<file path="src/rtl/sqt_pkg.sv">
package sqt_pkg;
  localparam int LEN_W = 8;

  // Note length loaded by a register 3 write, indexed by bits 7:3.
  function automatic logic [LEN_W-1:0] len_lookup(input logic [4:0] idx);
    logic [LEN_W-1:0] v;
    if (idx[0]) begin
      v = (idx == 5'd1) ? 8'hFE : ({3'b000, idx} - 8'd1);
    end else begin
      case (idx[4:1])
        4'd0:  v = 8'h0A;
        4'd1:  v = 8'h14;
        4'd2:  v = 8'h28;
        4'd3:  v = 8'h50;
        4'd4:  v = 8'hA0;
        4'd5:  v = 8'h3C;
        4'd6:  v = 8'h0E;
        4'd7:  v = 8'h1A;
        4'd8:  v = 8'h0C;
        4'd9:  v = 8'h18;
        4'd10: v = 8'h30;
        4'd11: v = 8'h60;
        4'd12: v = 8'hC0;
        4'd13: v = 8'h48;
        4'd14: v = 8'h10;
        default: v = 8'h20;
      endcase
    end
    return v;
  endfunction

  // Waveform bit for a duty code at a step; bit s of the mask is step s.
  function automatic logic duty_bit(input logic [1:0] code, input logic [2:0] s);
    logic [7:0] mask;
    case (code)
      2'd0:    mask = 8'b0000_0010;
      2'd1:    mask = 8'b0000_0110;
      2'd2:    mask = 8'b0001_1110;
      default: mask = 8'b1111_1001;
    endcase
    return mask[s];
  endfunction
endpackage

</file>
<file path="src/rtl/sqt_envelope.sv">
module sqt_envelope (
  input  logic       clk,
  input  logic       rst_n,
  input  logic       qtr_tick,
  input  logic       restart,
  input  logic       loop_en,
  input  logic [3:0] period,
  output logic [3:0] decay,
  output logic       start_o
);
  logic [3:0] div_q;
  logic [3:0] decay_q;
  logic       start_q;

  always_ff @(posedge clk) begin
    if (!rst_n) begin
      div_q   <= '0;
      decay_q <= '0;
      start_q <= 1'b1;
    end else begin
      if (restart)                 start_q <= 1'b1;
      else if (qtr_tick && start_q) start_q <= 1'b0;
      if (qtr_tick) begin
        if (start_q) begin
          div_q   <= period;
          decay_q <= 4'hF;
        end else if (div_q != '0) begin
          div_q <= div_q - 4'd1;
        end else begin
          div_q <= period;
          if (decay_q != '0)  decay_q <= decay_q - 4'd1;
          else if (loop_en)   decay_q <= 4'hF;
        end
      end
    end
  end

  assign decay   = decay_q;
  assign start_o = start_q;
endmodule

</file>
<file path="src/rtl/sqt_length.sv">
module sqt_length import sqt_pkg::*; (
  input  logic             clk,
  input  logic             rst_n,
  input  logic             half_tick,
  input  logic             chan_en,
  input  logic             load,
  input  logic [LEN_W-1:0] load_val,
  input  logic             halt,
  output logic             nonzero
);
  logic [LEN_W-1:0] cnt_q;

  always_ff @(posedge clk) begin
    if (!rst_n)                                   cnt_q <= '0;
    else if (!chan_en)                            cnt_q <= '0;
    else if (load)                                cnt_q <= load_val;
    else if (half_tick && !halt && cnt_q != '0)   cnt_q <= cnt_q - 1'b1;
  end

  assign nonzero = (cnt_q != '0);
endmodule

</file>
<file path="src/rtl/sqt_sweep.sv">
module sqt_sweep #(
  parameter int PW       = 12,
  parameter int PER_W    = 11,
  parameter int PER_MIN  = 8,
  parameter bit NEG_TWOS = 1'b0
) (
  input  logic          clk,
  input  logic          rst_n,
  input  logic          half_tick,
  input  logic          reload_req,
  input  logic          enable,
  input  logic [2:0]    div_period,
  input  logic          negate,
  input  logic [2:0]    shift,
  input  logic [PW-1:0] period_in,
  output logic          apply_o,
  output logic [PW-1:0] period_next
);
  localparam logic [PW-1:0] LO = PW'(PER_MIN);
  localparam logic [PW-1:0] HI = PW'((1 << PER_W) - 1);

  logic [2:0]    div_q;
  logic          reload_q;
  logic [PW-1:0] change;
  logic [PW-1:0] neg_term;

  always_ff @(posedge clk) begin
    if (!rst_n) begin
      div_q    <= '0;
      reload_q <= 1'b0;
    end else begin
      if (reload_req)     reload_q <= 1'b1;
      else if (half_tick) reload_q <= 1'b0;
      if (half_tick) begin
        if (reload_q || div_q == '0) div_q <= div_period;
        else                         div_q <= div_q - 3'd1;
      end
    end
  end

  assign change = period_in >> shift;

  generate
    if (NEG_TWOS) begin : g_twos
      assign neg_term = ~change + PW'(1);
    end else begin : g_ones
      assign neg_term = ~change;
    end
  endgenerate

  assign period_next = period_in + (negate ? neg_term : change);
  assign apply_o = enable && (shift != '0) && (div_q == '0) &&
                   (period_in >= LO) && (period_in <= HI);
endmodule

</file>
<file path="src/rtl/sq_tone_chan.sv">
module sq_tone_chan import sqt_pkg::*; #(
  parameter int PER_W    = 11,
  parameter int PER_MIN  = 8,
  parameter bit NEG_TWOS = 1'b0
) (
  input  logic       clk,
  input  logic       rst_n,
  input  logic       wr_en,
  input  logic [1:0] wr_sel,
  input  logic [7:0] wr_data,
  input  logic       tmr_tick,
  input  logic       qtr_tick,
  input  logic       half_tick,
  input  logic       chan_en,
  output logic [3:0] amp_out,
  output logic       len_active
);
  localparam int HI_W = PER_W - 8;
  localparam int PW   = PER_W + 1;
  localparam logic [PW-1:0] LO = PW'(PER_MIN);
  localparam logic [PW-1:0] HI = PW'((1 << PER_W) - 1);

  logic [7:0]      ctl_q;
  logic [7:0]      swp_q;
  logic [7:0]      lo_q;
  logic [HI_W-1:0] hi_q;
  logic [PW-1:0]   per_q;
  logic [PW-1:0]   tcnt_q;
  logic [2:0]      step_q;

  logic wr0, wr1, wr2, wr3;
  assign wr0 = wr_en && (wr_sel == 2'd0);
  assign wr1 = wr_en && (wr_sel == 2'd1);
  assign wr2 = wr_en && (wr_sel == 2'd2);
  assign wr3 = wr_en && (wr_sel == 2'd3);

  logic          swp_apply;
  logic [PW-1:0] swp_next;
  logic [3:0]    env_decay;
  logic          env_start;

  always_ff @(posedge clk) begin
    if (!rst_n) begin
      ctl_q <= '0;
      swp_q <= '0;
      lo_q  <= '0;
      hi_q  <= '0;
      per_q <= '0;
    end else begin
      if (wr0) ctl_q <= wr_data;
      if (wr1) swp_q <= wr_data;
      if (wr2) lo_q  <= wr_data;
      if (wr3) hi_q  <= wr_data[HI_W-1:0];
      if (wr2)                         per_q <= {1'b0, hi_q, wr_data};
      else if (wr3)                    per_q <= {1'b0, wr_data[HI_W-1:0], lo_q};
      else if (half_tick && swp_apply) per_q <= swp_next;
    end
  end

  // Period divider and duty sequencer.
  always_ff @(posedge clk) begin
    if (!rst_n) begin
      tcnt_q <= '0;
      step_q <= '0;
    end else begin
      if (tmr_tick) begin
        if (tcnt_q == '0) tcnt_q <= per_q;
        else              tcnt_q <= tcnt_q - 1'b1;
      end
      if (wr3)                            step_q <= '0;
      else if (tmr_tick && tcnt_q == '0)  step_q <= step_q + 3'd1;
    end
  end

  sqt_envelope u_env (
    .clk     (clk),
    .rst_n   (rst_n),
    .qtr_tick(qtr_tick),
    .restart (wr3),
    .loop_en (ctl_q[5]),
    .period  (ctl_q[3:0]),
    .decay   (env_decay),
    .start_o (env_start)
  );

  sqt_length u_len (
    .clk      (clk),
    .rst_n    (rst_n),
    .half_tick(half_tick),
    .chan_en  (chan_en),
    .load     (wr3),
    .load_val (len_lookup(wr_data[7:3])),
    .halt     (ctl_q[5]),
    .nonzero  (len_active)
  );

  sqt_sweep #(
    .PW      (PW),
    .PER_W   (PER_W),
    .PER_MIN (PER_MIN),
    .NEG_TWOS(NEG_TWOS)
  ) u_swp (
    .clk        (clk),
    .rst_n      (rst_n),
    .half_tick  (half_tick),
    .reload_req (wr1),
    .enable     (swp_q[7]),
    .div_period (swp_q[6:4]),
    .negate     (swp_q[3]),
    .shift      (swp_q[2:0]),
    .period_in  (per_q),
    .apply_o    (swp_apply),
    .period_next(swp_next)
  );

  logic muted;
  assign muted   = !len_active || (per_q < LO) || (per_q > HI) ||
                   !duty_bit(ctl_q[7:6], step_q);
  assign amp_out = muted ? 4'd0 : (ctl_q[4] ? ctl_q[3:0] : env_decay);
endmodule

</file>
<file path="config.mk">
export PLATFORM = sky130hd
export DESIGN_NAME = sq_tone_chan
export DESIGN_NICKNAME = d
export VERILOG_FILES = /design/src/rtl/sqt_pkg.sv /design/src/rtl/sqt_envelope.sv /design/src/rtl/sqt_length.sv /design/src/rtl/sqt_sweep.sv /design/src/rtl/sq_tone_chan.sv
export SDC_FILE = /design/constraint.sdc
export NUM_CORES = 1
export LEC_CHECK = 0
export BUFFER_PORTS_ARGS = -buffer_cell sky130_fd_sc_hd__buf_2
export CORE_UTILIZATION = 25
export DETAILED_ROUTE_END_ITERATION = 16
export PLACE_DENSITY_LB_ADDON = 0.15
export SLEW_MARGIN = 20
export SYNTH_ARGS = -nofsm -noshare
export SYNTH_HDL_FRONTEND = slang
export SYNTH_SLANG_ARGS = --single-unit
</file>
<file path="constraint.sdc">
create_clock -name clk -period 8.8 [get_ports clk]
set_input_delay 1.76 -clock clk [delete_from_list [all_inputs] [get_ports clk]]
set_output_delay 1.76 -clock clk [all_outputs]
set_load 0.02 [all_outputs]
</file>
==> reports/qor.yml, run 1 <==
ys_seq_area_share_pct: 29.0
ys_top_cells_by_count: "dfxtp_1, nor2_1, mux2i_1, nand2_1, a21oi_1"
fill_cells: 2184
worstMarginPinSlew_ns: 0.799
grt_overflow_total: 0
drc: 0
syn_to_final_growth_pct: 13.3
syn_avg_cell_area_sq_um: 8.21
nets: 677
synth.area.mux_share_pct: 14.4
p_leak_nw: 2.26
crit_arrival_ns: 2.16
fin_crit_sh_pct: 44.5
fin_skew_ns: 0.00550
clk_pin_slew_ns: 0.06
ys_ff_latch: 75
rows: 52
drive_gt1_share_pct: 9.45
run_status: "finished, final reports clean"
maxCapViolCount: 0
clock_tree.root_cell: "clkbuf_16"
grt_usage_pct: 13.8
diodes: 0
peakVddDrop_uv: 92.3
syn_nets: 677
wire_per_inst_um: 15.8
grt_use_met2_pct: 22.5
finalHoldViolCount: 0
cts_tree: "done"
synth_top_family_by_area: "simple AND/OR/NAND/NOR gates"
hpwl_mm: 10.4
hold_slack_ns: 0.458
setup.worst_path.start_class: "flop"
vias: 4509
synth_cells: 630
period_minus_slack_ns: 3.92
fin_setup_tns_ns: 0
cts_buffers: 9
synth_area_leaders: "dfxtp_1, mux2i_1, ha_1"
die_h_um: 146
core_area_sq_um: 20200
clock_path_buffers: 2
initial_core_util_pct: 25.6
met3_usage_pct: 3.10
crit_path_end_kind: "primary output"
cts-hold-fix-buffers: 0
netlist_area_sq_um: 5170
grt_antenna_before_repair: 0
gr-usage-met1_pct: 18.5
finalMaxSlewViolations: 0
grt_pass1_vias: 4436
grt_max_degree: 43
ys_warn_count: 0
post_cts_buffers: 0
drt_iter0_markers: 196
yosysMostFrequentCell: "dfxtp_1"
hold_class: "reg -> reg"
async_flop_share_pct: 0
synth_enable_flop_cells: 0
max_freq_ghz: 0.255
synth_fa_ha_area_share_pct: 7.40
yosys.area_share.simple_pct: 21.0
post_cts_resized: 0
ys_types: 67
path_max_fanout: 4
finalWirelength_mm: 14.3
dr.pass1.iters: 4
synth_flop_cell: "dfxtp_1"
grt_busiest_layer: "met2"
die_w_um: 146
synth-xor-area-share_pct: 4.40
final_antenna_net_count: 0
dieArea_sq_um: 21300
yosys.area.top_type_share_pct: 29.0
gp_congestion: 0.797
synth_largest_area_cell: "dfxtp_1"
power_density_nw_per_um2: 218
grt_pass1_wl_mm: 23.3
clk_latency_ns: 0.34
synth_compound_area_share_pct: 18.9
critPathKind: "reg -> out"
rsz0062_at_grt: "false"
setup_viol: 0
port_buffers: 21
vias_per_cell: 4.98
htree_levels: 3
slew_headroom_pct: 46.7
cts.sinks: 75
required_ns: 7.04
ios: 22
stage by stage:
stage	utilization, %	cell area, sq um	std cells	setup slack (ns)	power [mW]
2_1_floorplan	-	5170	630	5.42	0.738
3_3_place_gp	27.2	5500	889	5.21	0.843
3_5_place_dp	27.2	5500	889	5.14	0.843
4_1_cts	29.0	5860	905	4.85	1.30
5_1_grt	29.0	5860	905	4.76	1.36
6_report	29.0	5860	905	4.88	1.28
sequential cells by signal (all words and copies together) (netlist names):
name / cells
ctl_q: 8
hi_q: 3
lo_q: 8
per_q: 12
step_q: 3
swp_q: 8
tcnt_q: 12
u_env.decay: 4
u_env.div_q: 4
u_env.start_o: 1
u_len.cnt_q: 8
u_swp.div_q: 3
u_swp.reload_q: 1
power breakdown:
part,total [mW],switching [mW],leakage (nW),internal [mW]
clock,0.447,0.147,0.179,0.300
combinational,0.402,0.236,1.47,0.166
sequential,0.433,0.0522,0.613,0.380
per-layer routing:
metal	wire [um]	part of all wire [%]
met1	6980	49
met2	6670	47
met3	520	3.6
met4	105	0.74
met5	0	0
worst paths after layout:
path                                from          to  slack (ns)  cells past startpoint
worst min-delay path             hi_q[0]     hi_q[0]        0.46                      2
worst max-delay path            ctl_q[6]  amp_out[0]        4.88                      7
worst max register to register  swp_q[1]   per_q[10]        5.19                     12
worst min register to register   hi_q[0]     hi_q[0]        0.46                      2
cells in the final DEF, fill, tap and decap left out, types with 4 or more instances in the layout:
cell type and n:
xor2_1 5, a21oi_1 48, o311ai_0 4, nor3b_1 5
nor2b_1 9, ha_1 29, clkbuf_16 9, and3_1 8
mux2_2 9, mux2i_1 60, nand4_1 7, buf_2 21
o22a_1 4, nand3_1 16, nand2_1 55, a31oi_1 8
xnor2_1 21, nor3_1 14, nor2_1 63, o21ai_0 28
o211ai_1 15, dfxtp_1 75, a211oi_1 11, inv_1 25
o21a_1 4, nor4_1 5, nand2b_1 7, buf_4 4
area by class of cell:
type | count | area, sq um | share of cell area, %
clock buffer | 12 | 267 | 4.54
timing repair buffer | 25 | 135 | 2.30
inverter | 28 | 105 | 1.79
multi-input combinational | 491 | 3420 | 58.4
tap | 270 | 338 | 5.76
clock inverter | 4 | 95.1 | 1.62
sequential | 75 | 1500 | 25.6
cells by family after synthesis:
| group | count (synthesis) |
|---|---|
| AOI/OAI and AO/OA | 150 |
| muxes | 71 |
| xor gates and xnor gates | 26 |
| buffers and inverters | 64 |
| adders and majority gates | 30 |
| DFF | 75 |
| and+or+nand+nor | 214 |
critical path, cell delays in order, from the launching register on:
cell	delay [ns]
dfxtp_1	0.33
inv_1	0.06
ha_1	0.20
a21o_1	0.17
mux4_2	0.45
o211ai_1	0.34
nor2_1	0.09
buf_2	0.17
Note: power is estimated with default switching activity, not from simulation.
==> run 2: changes to the inputs <==
clock period = 3.55 ns   (was 8.8 ns; I/O delays follow)
==> run 2 against run 1 <==
  * Sequential share of layout area fell by 0.15 points
  * Clock skew rose by 0.0034 ns
  * Power rose by 140%
  * Routed wire length rose by 0.93%
  * Non-clock buffer count rose by 12
  * Worst setup slack got worse by 4.6 ns
  * Sequential power rose by 140%
  * Via count rose by 2.9%
  * Clock power rose by 110%
==> reports/qor.yml, run 2 (synthesis results as in run 1) <==
run_status: "finished, final reports clean"
crit_path_end_kind: "flop"
critPathKind: "reg -> reg"
maxCapViolCount: 0  # unchanged
cts.sinks: 75  # unchanged
clk_pin_slew_ns: 0.06  # about the same
fin_setup_tns_ns: 0  # unchanged
vias: 4639  # +2.9%
cts_tree: "done"
cts-hold-fix-buffers: 0  # unchanged
htree_levels: 3  # unchanged
gp_congestion: 0.839  # +5.2%
post_cts_buffers: 0  # unchanged
max_stage_delay_ns: 0.50  # +0.05 ns
vias_per_cell: 5.06  # +1.5%
clock_tree.root_cell: "clkbuf_16"
wire_per_inst_um: 15.7  # -0.39%
drive_gt1_share_pct: 11.0  # +1.5 points
rsz0062_at_grt: "false"
finalMaxSlewViolations: 0  # unchanged
grt_max_degree: 29  # -33%
die_h_um: 146  # unchanged
final_cell_mix: "dfxtp_1, nor2_1, mux2i_1"
post_cts_resized: 0  # unchanged
rows: 52  # unchanged
grt_usage_pct: 14.0  # +0.16 points
hp-start: "hi_q[2]"
dpl-instance-area_sq_um: 5590  # +1.6%
p_leak_nw: 2.29  # +1.6%
cp_num_cells: 12  # +5
max_freq_ghz: 0.305
fin_crit_sh_pct: 92.3
dieArea_sq_um: 21300  # unchanged
dr.pass1.iters: 5  # +1
r2r_start: "swp_q[1]"
crit_slowest_cell: "dfxtp_1"
grt_pass1_wl_mm: 23.6  # +1.1%
fin_area_sq_um: 5900  # +0.58%
finalWirelength_mm: 14.4  # +0.93%
crit_chain: "mux2i_1, nand2_1, and3_1, a31oi_1, xnor2_1, ha_1, fa_1, a21oi_1, o211ai_1, a41oi_1, mux2_2, a31oi_1"
hold_class: "reg -> reg"
grt_overflow_total: 0  # unchanged
crit_arrival_ns: 3.54  # +1.38 ns
hpwl_mm: 10.7  # +3.0%
drc: 0  # unchanged
final_common_cell: "dfxtp_1"
core_area_sq_um: 20200  # unchanged
critPathBufInv: 0  # -2
period_minus_slack_ns: 3.28
cp_common_cell: "a31oi_1"
diodes: 0  # unchanged
final_antenna_net_count: 0  # unchanged
syn_to_final_growth_pct: 14.0
required_ns: 3.82  # -3.22 ns
clk_latency_ns: 0.34  # about the same
setup.worst_path.start_class: "flop"
peakVddDrop_uv: 264  # +190%
grt_pass1_vias: 4445  # +0.20%
worstMarginPinSlew_ns: 0.735  # -0.0642 ns
clock_path_buffers: 2  # unchanged
port_buffers: 21  # unchanged
ios: 22  # unchanged
cts_buffers: 9  # unchanged
power_density_nw_per_um2: 516  # +140%
initial_core_util_pct: 25.6  # unchanged
nets: 689  # +1.8%
crit_start: "swp_q[1]"
finalHoldViolCount: 0  # unchanged
grt_antenna_before_repair: 1  # +1
critical_path.top_delay_family: "compound AO/OA/AOI/OAI gates"
fin_util_pct: 29.1  # +0.17 points
fin_skew_ns: 0.00891  # +0.00341 ns
die_w_um: 146  # unchanged
slew_headroom_pct: 50.9  # +4.2 points
path_max_fanout: 6  # +2
min_path_cells: 2  # unchanged
reg_top3: "per_q: 12 flops, tcnt_q: 12 flops"
drt_iter0_markers: 252  # +29%
setup_viol: 0  # unchanged
reg2reg_depth: 12  # unchanged
-- run 2: path summary, 6_finish.rpt --
check / to / slack (ns)
worst min register to register: hi_q[2] / 0.46
worst min-delay path: hi_q[2] / 0.46
worst max register to register: per_q[10] / 0.27
worst max-delay path: per_q[10] / 0.27
-- run 2: where the power goes --
| group | internal, mW | leakage [nW] | switching [mW] |
|---|---|---|---|
| combinational | 0.419 | 1.53 | 0.621 |
| sequential | 0.943 | 0.613 | 0.114 |
| clock | 0.582 | 0.153 | 0.367 |
-- run 2: metrics by stage --
step,hold slack [ns],power (mW),worst slack [ns],std cells
floorplan,0.436,1.83,0.332,630
global placement,0.448,2.09,0.344,901
detailed placement,0.452,2.10,0.294,901
CTS,0.461,3.07,0.273,917
global route,0.484,3.24,0.0290,917
finish,0.458,3.05,0.274,917
-- run 2: metal layers --
metal / wire length, um / global-route usage, %
met1: 7110 / 18.4
met2: 6720 / 23.2
met3: 453 / 3.26
met4: 124 / 2.84
met5: 0 / 0
-- run 2: layout make-up --
type | count | area, sq um
Tap cell | 270 | 338
Multi-Input combinational cell | 491 | 3420
Timing Repair Buffer | 37 | 225
Fill cell | 2154 | 14300
Clock inverter | 4 | 48.8
Inverter | 28 | 105
Sequential cell | 75 | 1500
Clock buffer | 12 | 256
-- run 2: tightest hold or removal path, delay by kind of cell (launching register included) --
kind | cells | cell delay [ns]
flops | 1 | 0.31
simple gates | 1 | 0.05
compound gates | 1 | 0.05
==> run 3: changes to the inputs <==
CAP_MARGIN = 20   (was default)
GPL_TIMING_DRIVEN = 0   (was default)
==> run 3 against run 2 <==
  * Count of clock-buffer cells in the layout is the same
  * Global-route usage grew 1.0 points
  * Combinational power is essentially flat
  * Fmax shrank 1.2%
  * Register-to-register slack lost 0.04 ns
  * Final cell count grew 1.7%
  * Sequential power is essentially flat
  * Power grew 0.16%
  * Critical endpoint unchanged
  * Routed wire length grew 7.4%
  * Die area is the same
==> reports/qor.yml, run 3 (synthesis results as in run 1) <==
grt_usage_pct: 15.0  # +1.0 points
rows: 52  # unchanged
clk_pin_slew_ns: 0.06  # about the same
crit_start: "swp_q[0]"
cts_tree: "done"
initial_core_util_pct: 25.6  # unchanged
final_antenna_net_count: 0  # unchanged
dr.pass1.iters: 5  # unchanged
critical_path.top_delay_family: "compound AO/OA/AOI/OAI gates"
grt_max_degree: 13  # -55%
max_stage_delay_ns: 0.41  # -0.09 ns
cts_buffers: 9  # unchanged
die_w_um: 146  # unchanged
crit_arrival_ns: 3.59  # +0.05 ns
maxCapViolCount: 0  # unchanged
critPathKind: "reg -> reg"
clock_path_buffers: 2  # unchanged
critPathBufInv: 1  # +1
period_minus_slack_ns: 3.32  # +0.0395 ns
wl_met1_mm: 7.42  # +4.4%
wl_met2_mm: 7.27  # +8.1%
min_path_cells: 2  # unchanged
drt_iter0_markers: 220  # -13%
reg2reg_depth: 12  # unchanged
wire_per_inst_um: 16.6  # +5.6%
r2r_start: "swp_q[0]"
fill_cells: 2181  # +1.3%
cts-hold-fix-buffers: 0  # unchanged
port_buffers: 15  # -29%
pre_cts_ws_ns: -0.178  # -0.472 ns
nets: 705  # +2.3%
finalWirelength_mm: 15.5  # +7.4%
hpwl_mm: 11.7  # +9.0%
wl_met3_um: 528  # +17%
final_common_cell: "dfxtp_1"
vias: 4695  # +1.2%
fin_crit_sh_pct: 93.4  # +1.1 points
dpl-instance-area_sq_um: 5590  # about the same
run_status: "finished, final reports clean"
die_h_um: 146  # unchanged
grt_pass1_wl_mm: 24.9  # +5.4%
finalMaxSlewViolations: 0  # unchanged
gp_congestion: 0.821  # -2.1%
worstMarginPinSlew_ns: 0.707  # -0.0274 ns
dieArea_sq_um: 21300  # unchanged
hp-start: "hi_q[2]"
cp_num_cells: 12  # unchanged
fin_area_sq_um: 5920  # +0.36%
htree_levels: 3  # unchanged
vias_per_cell: 5.03  # -0.53%
crit_chain: "clkbuf_1, nand2_1, and3_1, a31oi_1, xnor2_1, ha_1, fa_1, a21oi_1, o211ai_1, a41oi_2, mux2_2, a31oi_1"
fin_skew_ns: 0.00718  # -0.00173 ns
peakVddDrop_uv: 222  # -16%
reg_top3: "per_q: 12 flops, tcnt_q: 12 flops"
diodes: 0  # unchanged
hold_class: "reg -> reg"
slew_headroom_pct: 52.8  # +1.9 points
highest_layer: "met4"
ios: 22  # unchanged
required_ns: 3.83  # about the same
finalHoldViolCount: 0  # unchanged
grt_overflow_total: 0  # unchanged
grt_pass1_vias: 4692  # +5.6%
grt_antenna_before_repair: 0  # -1
hold_slack_ns: 0.460  # +0.00209 ns
drive_gt1_share_pct: 8.60  # -2.4 points
crit_slowest_cell: "dfxtp_1"
seqCellArea_sq_um: 1500  # unchanged
drc: 0  # unchanged
power_density_nw_per_um2: 515  # -0.20%
fin_util_pct: 29.3  # +0.11 points
multi_input_area_sq_um: 3430  # +0.22%
setup_ws_ns: 0.235  # -0.0395 ns
crit_path_end_kind: "flop"
max_freq_ghz: 0.302  # -1.2%
cp_common_cell: "a31oi_1"
core_area_sq_um: 20200  # unchanged
clock_tree.root_cell: "clkbuf_16"
setup.worst_path.start_class: "flop"
final_cell_mix: "dfxtp_1, nor2_1, mux2i_1"
fin_setup_tns_ns: 0  # unchanged
clk_latency_ns: 0.35  # about the same
syn_to_final_growth_pct: 14.4
rsz0062_at_grt: "false"
setup_viol: 0  # unchanged
p_leak_nw: 2.26  # -1.5%
path_max_fanout: 10  # +4
cts.sinks: 75  # unchanged
==> run 3: cell types whose count changed in the layout (fill, tap and decap cells not counted) <==
cell      previous run  this run
clkbuf_2             0         1
buf_4               16         5
buf_2               21        16
a41oi_2              0         1
clkbuf_1             1        31
a41oi_1              1         0
buf_1                0         1
==> run 3: worst min-delay path, stage by stage, from the launching register on <==
cell	delay [ns]
dfxtp_1	0.31
nand2_1	0.05
a21oi_1	0.05
==> run 3: where the power goes <==
| part | switching, mW | internal (mW) | total [mW] | leakage (nW) |
|---|---|---|---|---|
| combinational | 0.613 | 0.417 | 1.03 | 1.49 |
| sequential | 0.122 | 0.943 | 1.06 | 0.613 |
| clock | 0.375 | 0.582 | 0.957 | 0.153 |
==> run 3: layout make-up <==
cell class	count	share of cell area, %
clock inverter	4	0.824
multi-input combinational	491	58.0
timing repair buffer	17	1.52
inverter	28	1.78
buffer	36	2.52
clock buffer	12	4.33
sequential	75	25.4
tap	270	5.71
==> run 3: routing by layer <==
| layer | track usage (%) | up-vias |
|---|---|---|
| met4 | 4.63 | 0 |
| met1 | 19.4 | 2252 |
| li1 | - | 2347 |
| met5 | 0 | - |
| met3 | 3.73 | 22 |
| met2 | 24.4 | 74 |
==> run 3: final timing paths <==
path / to / slack (ns)
worst max-delay path: per_q[10] / 0.23
worst min-delay path: hi_q[2] / 0.46
worst max register to register: per_q[10] / 0.23
worst min register to register: hi_q[2] / 0.46
==> run 3: stage by stage <==
stage / power [mW] / cells
2_1_floorplan: 1.83 / 630
3_3_place_gp: 2.08 / 915
3_5_place_dp: 2.10 / 915
4_1_cts: 3.08 / 931
5_1_grt: 3.25 / 933
6_report: 3.05 / 933
==> run 3: timing repair <==
action	in CTS	in global routing
buffers inserted	0	2
pin swaps	0	1
setup endpoints to repair	1	1
resized for setup	1	3
